<file path="src/rtl/ecc_inj_pkg.sv">
package ecc_inj_pkg;

  // Mode enables, bit 0 = continuous single-bit
  typedef struct packed {
    logic os_dbl;
    logic ct_dbl;
    logic os_sgl;
    logic ct_sgl;
  } inj_mode_t;

  function automatic logic mode_legal(input inj_mode_t m);
    return ($countones(m) <= 1);
  endfunction

  function automatic logic mode_oneshot(input inj_mode_t m);
    return m.os_sgl | m.os_dbl;
  endfunction

  function automatic logic mode_double(input inj_mode_t m);
    return m.ct_dbl | m.os_dbl;
  endfunction

endpackage

</file>
<file path="src/rtl/ecc_inj_ctrl.sv">
module ecc_inj_ctrl
  import ecc_inj_pkg::*;
#(
  parameter int POS_W = 7,
  parameter int SEL_W = 1
) (
  input  logic             clk,
  input  logic             rst_n,
  input  logic             ctl_we,
  input  inj_mode_t        ctl_mode,
  input  logic [POS_W-1:0] ctl_pos,
  input  logic [SEL_W-1:0] ctl_ram,
  input  logic             fire,
  output inj_mode_t        mode_q,
  output logic [POS_W-1:0] pos_q,
  output logic [SEL_W-1:0] ram_q,
  output logic             illegal_q,
  output logic             active,
  output logic             dbl
);

  inj_mode_t        mode_d;
  logic [POS_W-1:0] pos_d;
  logic [SEL_W-1:0] ram_d;
  logic             illegal_d;
  logic             cfg_en;
  logic             os_clear;

  assign active = mode_legal(mode_q) && (mode_q != '0);
  assign dbl    = mode_double(mode_q);

  always_comb begin
    os_clear  = fire && mode_oneshot(mode_q);
    cfg_en    = ctl_we || os_clear;
    mode_d    = mode_q;
    pos_d     = pos_q;
    ram_d     = ram_q;
    if (ctl_we) begin
      mode_d = ctl_mode;
      pos_d  = ctl_pos;
      ram_d  = ctl_ram;
    end else if (os_clear) begin
      mode_d = '0;
    end
    illegal_d = illegal_q || (ctl_we && !mode_legal(ctl_mode));
  end

  always_ff @(posedge clk or negedge rst_n) begin
    if (!rst_n) begin
      mode_q <= '0;
      pos_q  <= '0;
      ram_q  <= '0;
    end else if (cfg_en) begin
      mode_q <= mode_d;
      pos_q  <= pos_d;
      ram_q  <= ram_d;
    end
  end

  always_ff @(posedge clk or negedge rst_n) begin
    if (!rst_n) illegal_q <= 1'b0;
    else        illegal_q <= illegal_d;
  end

  AST_ONESHOT_CLEAR: assert property (@(posedge clk) disable iff (!rst_n)
    (fire && mode_oneshot(mode_q) && !ctl_we) |=> (mode_q == '0));

  AST_CONT_HOLD: assert property (@(posedge clk) disable iff (!rst_n)
    (!ctl_we && !mode_oneshot(mode_q)) |=> $stable(mode_q));

  AST_ILLEGAL_STICKY: assert property (@(posedge clk) disable iff (!rst_n)
    illegal_q |=> illegal_q);

  AST_ILLEGAL_SETS: assert property (@(posedge clk) disable iff (!rst_n)
    (ctl_we && ($countones(ctl_mode) > 1)) |=> illegal_q);

endmodule

</file>
<file path="src/rtl/ecc_inj_mask.sv">
module ecc_inj_mask #(
  parameter int DATA_W   = 32,
  parameter int CHK_W    = 7,
  parameter int POS_W    = 7,
  parameter int CHK_BASE = 64,
  parameter int PAR_BIT  = 6
) (
  input  logic                     clk,
  input  logic                     rst_n,
  input  logic [POS_W-1:0]         pos,
  input  logic                     active,
  input  logic                     dbl,
  output logic [DATA_W+CHK_W-1:0]  mask
);

  localparam int WORD_W  = DATA_W + CHK_W;
  localparam int PAR_IDX = DATA_W + PAR_BIT;

  logic [WORD_W-1:0] sel_vec;
  logic [WORD_W-1:0] par_vec;
  logic              sel_hit;
  logic              dbl_ok;

  for (genvar i = 0; i < WORD_W; i++) begin : g_dec
    localparam int TGT = (i < DATA_W) ? i : (CHK_BASE + i - DATA_W);
    assign sel_vec[i] = (pos == POS_W'(TGT));
    assign par_vec[i] = (i == PAR_IDX);
  end

  assign sel_hit = |sel_vec;

  always_comb begin
    dbl_ok = sel_hit && (pos != POS_W'(CHK_BASE)) &&
             (pos != POS_W'(CHK_BASE + PAR_BIT));
    if (!active)      mask = '0;
    else if (!dbl)    mask = sel_vec;
    else if (dbl_ok)  mask = sel_vec | par_vec;
    else              mask = '0;
  end

  AST_MASK_WEIGHT: assert property (@(posedge clk) disable iff (!rst_n)
    $countones(mask) <= 2);

  AST_GAP_NOFLIP: assert property (@(posedge clk) disable iff (!rst_n)
    (pos >= POS_W'(DATA_W) && pos < POS_W'(CHK_BASE)) |-> (mask == '0));

  AST_DBL_PARITY: assert property (@(posedge clk) disable iff (!rst_n)
    (active && dbl && mask != '0) |-> mask[PAR_IDX]);

endmodule

</file>
<file path="src/rtl/ecc_inj_route.sv">
module ecc_inj_route #(
  parameter int NUM_RAM = 2,
  parameter int SEL_W   = 1
) (
  input  logic               clk,
  input  logic               rst_n,
  input  logic               wr_en,
  input  logic [SEL_W-1:0]   wr_ram,
  input  logic [SEL_W-1:0]   ram_q,
  output logic [NUM_RAM-1:0] mem_we,
  output logic               hit
);

  for (genvar k = 0; k < NUM_RAM; k++) begin : g_we
    assign mem_we[k] = wr_en && (wr_ram == SEL_W'(k));
  end

  assign hit = wr_en && (wr_ram == ram_q);

  AST_WE_ONEHOT: assert property (@(posedge clk) disable iff (!rst_n)
    $onehot0(mem_we));

  AST_WE_FOLLOWS_EN: assert property (@(posedge clk) disable iff (!rst_n)
    !wr_en |-> (mem_we == '0));

endmodule

</file>
<file path="src/rtl/ecc_err_inject.sv">
module ecc_err_inject
  import ecc_inj_pkg::*;
#(
  parameter int DATA_W   = 32,
  parameter int CHK_W    = 7,
  parameter int POS_W    = 7,
  parameter int CHK_BASE = 64,
  parameter int PAR_BIT  = 6,
  parameter int NUM_RAM  = 2
) (
  input  logic                                  clk,
  input  logic                                  rst_n,
  input  logic                                  ctl_we,
  input  logic [3:0]                            ctl_mode,
  input  logic [POS_W-1:0]                      ctl_pos,
  input  logic [((NUM_RAM>1)?$clog2(NUM_RAM):1)-1:0] ctl_ram,
  input  logic                                  wr_en,
  input  logic [((NUM_RAM>1)?$clog2(NUM_RAM):1)-1:0] wr_ram,
  input  logic [DATA_W-1:0]                     wr_data,
  input  logic [CHK_W-1:0]                      wr_check,
  output logic [DATA_W+CHK_W-1:0]               mem_word,
  output logic [NUM_RAM-1:0]                    mem_we,
  output logic [3:0]                            mode_q,
  output logic                                  illegal_seen
);

  localparam int SEL_W  = (NUM_RAM > 1) ? $clog2(NUM_RAM) : 1;
  localparam int WORD_W = DATA_W + CHK_W;

  logic              rst_q1;
  logic              rst_s;
  inj_mode_t         mode_r;
  logic [POS_W-1:0]  pos_r;
  logic [SEL_W-1:0]  ram_r;
  logic              active;
  logic              dbl;
  logic              hit;
  logic              fire;
  logic [WORD_W-1:0] mask;
  logic [WORD_W-1:0] raw_word;

  // asynchronous assert, synchronous release
  always_ff @(posedge clk or negedge rst_n) begin
    if (!rst_n) begin
      rst_q1 <= 1'b0;
      rst_s  <= 1'b0;
    end else begin
      rst_q1 <= 1'b1;
      rst_s  <= rst_q1;
    end
  end

  ecc_inj_ctrl #(.POS_W(POS_W), .SEL_W(SEL_W)) u_ctrl (
    .clk       (clk),
    .rst_n     (rst_s),
    .ctl_we    (ctl_we),
    .ctl_mode  (inj_mode_t'(ctl_mode)),
    .ctl_pos   (ctl_pos),
    .ctl_ram   (ctl_ram),
    .fire      (fire),
    .mode_q    (mode_r),
    .pos_q     (pos_r),
    .ram_q     (ram_r),
    .illegal_q (illegal_seen),
    .active    (active),
    .dbl       (dbl)
  );

  ecc_inj_mask #(
    .DATA_W(DATA_W), .CHK_W(CHK_W), .POS_W(POS_W),
    .CHK_BASE(CHK_BASE), .PAR_BIT(PAR_BIT)
  ) u_mask (
    .clk    (clk),
    .rst_n  (rst_s),
    .pos    (pos_r),
    .active (active),
    .dbl    (dbl),
    .mask   (mask)
  );

  ecc_inj_route #(.NUM_RAM(NUM_RAM), .SEL_W(SEL_W)) u_route (
    .clk    (clk),
    .rst_n  (rst_s),
    .wr_en  (wr_en),
    .wr_ram (wr_ram),
    .ram_q  (ram_r),
    .mem_we (mem_we),
    .hit    (hit)
  );

  assign fire     = hit && active;
  assign raw_word = {wr_check, wr_data};
  assign mem_word = fire ? (raw_word ^ mask) : raw_word;
  assign mode_q   = mode_r;

  AST_PASS_CLEAN: assert property (@(posedge clk) disable iff (!rst_s)
    !fire |-> (mem_word == {wr_check, wr_data}));

  AST_OTHER_RAM: assert property (@(posedge clk) disable iff (!rst_s)
    (wr_en && wr_ram != ram_r) |-> (mem_word == {wr_check, wr_data}));

endmodule

</file>
<file path="config.mk">
export PLATFORM = sky130hd
export DESIGN_NAME = ecc_err_inject
export DESIGN_NICKNAME = d
export VERILOG_FILES = /design/src/rtl/ecc_inj_pkg.sv /design/src/rtl/ecc_inj_ctrl.sv /design/src/rtl/ecc_inj_mask.sv /design/src/rtl/ecc_inj_route.sv /design/src/rtl/ecc_err_inject.sv
export SDC_FILE = /design/constraint.sdc
export NUM_CORES = 1
export LEC_CHECK = 0
export BUFFER_PORTS_ARGS = -buffer_cell sky130_fd_sc_hd__buf_2
export CAP_MARGIN = 20
export CORE_UTILIZATION = 44
export CTS_CLUSTER_SIZE = 20
export DETAILED_ROUTE_END_ITERATION = 8
export PLACE_DENSITY = 0.89
export SLEW_MARGIN = 30
export SYNTH_ARGS = -nofsm -noshare
export SYNTH_HDL_FRONTEND = slang
export SYNTH_SLANG_ARGS = --single-unit
export TNS_END_PERCENT = 1
</file>
<file path="constraint.sdc">
create_clock -name clk -period 4.6 [get_ports clk]
set_input_delay 0.92 -clock clk [delete_from_list [all_inputs] [get_ports clk]]
set_output_delay 0.92 -clock clk [all_outputs]
set_load 0.05 [all_outputs]
</file>
# After elaboration in Yosys (flattened, before gate mapping)

Index checks and enable logic that the tools add are counted.

Add/sub/neg operators: 6
$mul: 0
Div/mod/pow operators: 0
$lt $le $gt $ge: 2
Equality and inequality tests: 41
Shift-type cells: 0
Muxes and demuxes: 6
Bitwise gates (word level): 4
Reductions and logical operators: 18

Operators with widths:

| kind                | count |
|---|---|
| $mux 39             | 4 |
| $eq 7x5->1 const B  | 16 |
| $add 32x32->32      | 2 |
| $le 32x2->1 const B | 2 |
| $eq 7x4->1 const B  | 8 |
| $eq 7x7->1 const B  | 7 |
| $reduce_or 39->1    | 1 |
| $xor 39x39->39      | 1 |
| $eq 7x3->1 const B  | 4 |
| $eq 7x2->1 const B  | 2 |
| $ne 7x7->1 const B  | 2 |
| $logic_and 1x1->1   | 9 |
| $add 1x1->2         | 4 |
| $mux 4              | 2 |
| $eq 7x1->1 const B  | 1 |
| $logic_not 7->1     | 1 |
| $reduce_and 2->1    | 2 |
| $reduce_bool 4->1   | 1 |
| $logic_or 1x1->1    | 2 |
| $or 1x1->1          | 2 |
| $reduce_bool 2->1   | 1 |
| $eq 1x1->1          | 1 |
| $logic_not 1->1     | 1 |
| $not 1->1           | 1 |

Register bits after elaboration: 15
Bits in latches: 0
RAM bits: 0
ROM bits: 0
Output and inout bits: 46
Word-level logic and storage cells: 86
Memories: 0

# Depth between registers and ports, before layout

Depth in word-level cells: 9
Depth in mapped cells: 11

# Hierarchy

A second synthesis with hierarchy kept.

Cell total of the unflattened synthesis: 214
Area total of the unflattened synthesis: 1691.6 µm²

By module, submodules not included:

| module         | times used | cells an instance | area each (µm²) | seq. area each (µm²) |
|---|---|---|---|---|
| ecc_inj_ctrl   | 1          | 50                | 648.1           | 325.3 |
| ecc_err_inject | 1          | 90                | 636.9           | 50.0 |
| ecc_inj_mask   | 1          | 70                | 375.4           | 0.0 |
| ecc_inj_route  | 1          | 4                 | 31.3            | 0.0 |

# Worst setup path before layout

No wires, ideal clock.

Path kind: register to output
Start point: register, netlist name u_ctrl.mode_q[3]
End point: output mem_word[13]
Arrival: 3.627 ns
Path slack: 0.053 ns
Stages on the path, launching flop included: 12
Path buffers: 2
Path through: dfrtp_1 > inv_1 > ha_1 > ha_1 > fa_1 > nor2_1 > nand4_4 > or4_1 > buf_4 > buf_6 > nor3_2 > xor2_1

Word-level cells in the longest chain between the ends: 7

Ends and longest elaborated chain:

| item                                 | line                 | text |
|---|---|---|
| $add 1x1->2 (not written as such)    | ecc_inj_pkg.sv:12    | `return ($countones(m) <= 1);` |
| $add 32x32->32 (not written as such) | ecc_inj_pkg.sv:12    |  |
| $le 32x2->1                          | ecc_inj_pkg.sv:12    |  |
| $logic_and 1x1->1                    | ecc_inj_ctrl.sv:29   | `assign active = mode_legal(mode_q) && (mode_q != '0);` |
| $mux 39                              | ecc_inj_mask.sv:35   | `if (!active) mask = '0;` |
| $xor 39x39->39                       | ecc_err_inject.sv:93 | `assign mem_word = fire ? (raw_word ^ mask) : raw_word;` |
| $mux 39 *                            | ecc_err_inject.sv:93 |  |
| to (decl)                            | ecc_err_inject.sv:21 | `output logic [DATA_W+CHK_W-1:0] mem_word,` |

Every way passes the cells marked *; elsewhere a longest branch is shown, timed or not.

# Final worst setup path

Start point: register, netlist name u_ctrl.mode_q[3]
End point: output mem_word[28]

Word-level cells in the longest chain between the ends: 7

Ends and longest elaborated chain:

| item                                 | line |
|---|---|
| $add 1x1->2 (not written as such)    | ecc_inj_pkg.sv:12 |
| $add 32x32->32 (not written as such) | ecc_inj_pkg.sv:12 |
| $le 32x2->1                          | ecc_inj_pkg.sv:12 |
| $logic_and 1x1->1                    | ecc_inj_ctrl.sv:29 |
| $mux 39                              | ecc_inj_mask.sv:35 |
| $xor 39x39->39                       | ecc_err_inject.sv:93 |
| $mux 39 *                            | ecc_err_inject.sv:93 |

Marked as above.

==> out/results.ini <==
[drt]
vias = 1656
postRouteAntennaNets = 0
wl_mm = 4.04
vias_per_cell = 5.03
drc = 0
dr.pass1.iters = 5
drtIter0Drc = 64
wire_per_inst_um = 12.3

[synthesis]
synth_xor_area_frac = 0.217
ys_seq_area_frac = 0.227
ys_ff_latch = 15
synth_cells = 189
avgSynthCellArea_um2 = 8.75
muxShareOfSynthArea = 0.0409
synth.area.top_cells = dfrtp_1, xnor2_1, xor2_1
synth_top_area_frac = 0.227
synth.distinct_cells = 37
ys_warn_count = 0
synth_top_family_by_area = simple AND/OR/NAND/NOR gates
synth_edf_count = 0
syn_area_mm2 = 0.00165
syn-num-nets = 255
postSynth.asyncResetShare = 1.00
yosys.area_share.simple = 0.312
synthFlopType = dfrtp_1
yosys.area.top_type = dfrtp_1
synth-compound-area-share = 0.0628
synth-adder-area-share = 0.0848

[grt]
antenna_found_initial = 0
grt_max_degree = 20
grtUsageMet1 = 0.249
grt_usage = 0.208
grt_pass1_wl_mm = 6.72
busiest_layer = met2
grtUsageMet3 = 0.0163
grt.met2_usage = 0.395
grt-ovfl-total = 0
grt_pass1_vias = 1507

[placement]
hpwl_mm = 3.39
place_congestion = 0.800
placed_cell_area_mm2 = 0.00216
placed_cells = 325
io_buffers = 101

[sta]
timing.final.crit_share = 0.942
report.final.slew_viol_count = 0
hold_ws_ns = 0.208
rsz0062_at_grt = no
min_period_ns = 4.33
fmaxAchievable_mhz = 231
worst_pin_slew_ns = 0.742
timing.slew.headroom = 0.503
fin_skew_ns = 0.00244
hold_viol = 0
finalSetupTns_ns = 0
setup_viol = 0

[floorplanning]
dieArea_mm2 = 0.00401
io_pins = 102
die_w_um = 63.3
core_mm2 = 0.00347
die_y_um = 63.3
row_count = 21
initial_core_util = 0.477

[pwr]
powerDensity_mw_per_mm2 = 234
power_frac_seq = 0.330
clockPowerShare = 0.201
p_int_uw = 280
pwr-share-comb = 0.470
power.switching_uw = 239
peakVddDrop_uv = 189
sw_frac_of_total = 0.460
p_leak_nw = 1.04

[clocking]
root_buffer = clkbuf_8
post-cts-setup-buffers = 0
cts_max_path_buffers = 2
path_clk_slew_ns = 0.06
cts_tree = yes
ctsHoldBuffers = 0
clock_sinks = 15
clk_latency_ns = 0.25
cts_resized = 0
h-tree-depth = 1
cts_buffers = 3

[status]
outcome = finished clean

[final_layout]
drive_gt1_frac = 0.463
nNetsFinal = 350
diodes = 0
fin_util = 0.637
fin_cells = 329
seq_area_um2 = 375
areaGrowthSynthToFinish_pct = 33.8
final_area_mm2 = 0.00221
multi_input_area_mm2 = 0.00119
n_fill_cell = 294

[hold_path]
hold_path.class = flip-flop to asynchronous set/reset pin

[critical_path]
startpoint_type = flip-flop
critPathMaxStageDelay_ns = 0.67
path_common_cell = ha_1
crit_path_top_delay_cell = nor4b_4
crit_required_ns = 3.68
end_kind = primary output
crit_type = flip-flop to primary output
path_max_fanout = 16
crit_chain = inv_1, ha_1, ha_1, fa_1, nor2_1, nand4_4, nor4b_4, nand4_1, xnor2_1, buf_2
arrival_ns = 3.41

[job]
drv_cap = 0

registers in the layout (all words and copies together) (netlist names):
name and cells:
rst_q1 1, u_ctrl.pos_q 7, u_ctrl.mode_q 4, u_ctrl.ram_q 1
rst_s 1, u_ctrl.illegal_q 1
worst max-delay path, delay by kind of cell (launching register included):
kind	cells	cell delay, ns
xor gates and xnor gates	1	0.19
adders and majority gates	3	0.94
buffers and inverters	2	0.36
DFF	1	0.40
and+or+nand+nor	4	1.27
synthesized netlist by cell type (2+ instances only):
cell type  number
and2_1          2
nor3_2          9
nor3_1          3
nand2b_1        4
buf_2           2
dfrtp_1        15
a21oi_1         2
nand2_1        24
o21ai_0         7
fa_1            2
nand3_1        10
nor2_1         10
nor2b_1         3
xnor2_1        22
a21o_1          2
clkbuf_1        7
mux2_2          6
nor4_2          6
inv_1           9
xor2_1         17
ha_1            8
nand4_1         4
logic make-up after synthesis:
family | count (synthesis)
other | 1
XOR/XNOR | 40
flip-flops | 15
buffers and inverters | 20
adder cells (fa/ha/maj) | 10
multiplexers | 6
AND/OR/NAND/NOR | 81
AO/OA/AOI/OAI | 16
cell usage in the layout, fill, tap and decap left out, types with 2 or more instances in the layout:
master,n
nand2_1,24
ha_1,8
xnor2_1,22
nor4_2,6
nand4_1,4
nand2b_1,4
nor2_1,10
o21ai_0,7
and2_1,2
inv_1,9
nor3_2,9
nand3_1,10
xor2_1,17
dfrtp_1,15
nor3_1,3
a21o_1,2
nor2b_1,3
clkbuf_8,3
fa_1,2
mux2_2,6
a21oi_1,2
buf_2,101
cell type report:
class                      count  area share
tap                           46      0.0260
clock inverter                 1     0.00226
inverter                       9      0.0153
sequential                    15       0.170
timing repair buffer         101       0.229
clock buffer                   3      0.0187
multi-input combinational    154       0.539
stage by stage:
step	worst slack, ns	power, mW
floorplan	0.0526	0.346
global placement	0.471	0.408
detailed placement	0.335	0.416
CTS	0.0619	0.522
global route	0.0115	0.547
finish	0.267	0.518
metal layers:
layer	vias to the layer above	wire length, µm	share of wire
li1	817	-	-
met1	771	1600	0.39
met2	62	2220	0.55
met3	6	185	0.046
met4	0	34	0.0084
met5	-	0	0
power by group through the flow:
stage	Sequential [mW]	Clock (mW)	Combinational, mW
global placement	0.172	0	0.237
finish	0.171	0.104	0.243
floorplan	0.173	0	0.174
CTS	0.170	0.108	0.244
detailed placement	0.173	0	0.243
global route	0.174	0.111	0.262
path summary, 6_finish.rpt:
kind	startpoint	slack (ns)	end	cells after the start
worst min-delay path	rst_s	0.21	u_ctrl.illegal_q	0
min in group clk	rst_q1	0.37	rst_s	0
worst max register to register	u_ctrl.mode_q[3]	2.33	u_ctrl.mode_q[2]	9
worst min register to register	rst_s	0.21	u_ctrl.illegal_q	0
worst max-delay path	u_ctrl.mode_q[3]	0.27	mem_word[28]	10
max in group asynchronous	rst_s	4.05	u_ctrl.pos_q[0]	0
Note: power is estimated with default switching activity, not from simulation.
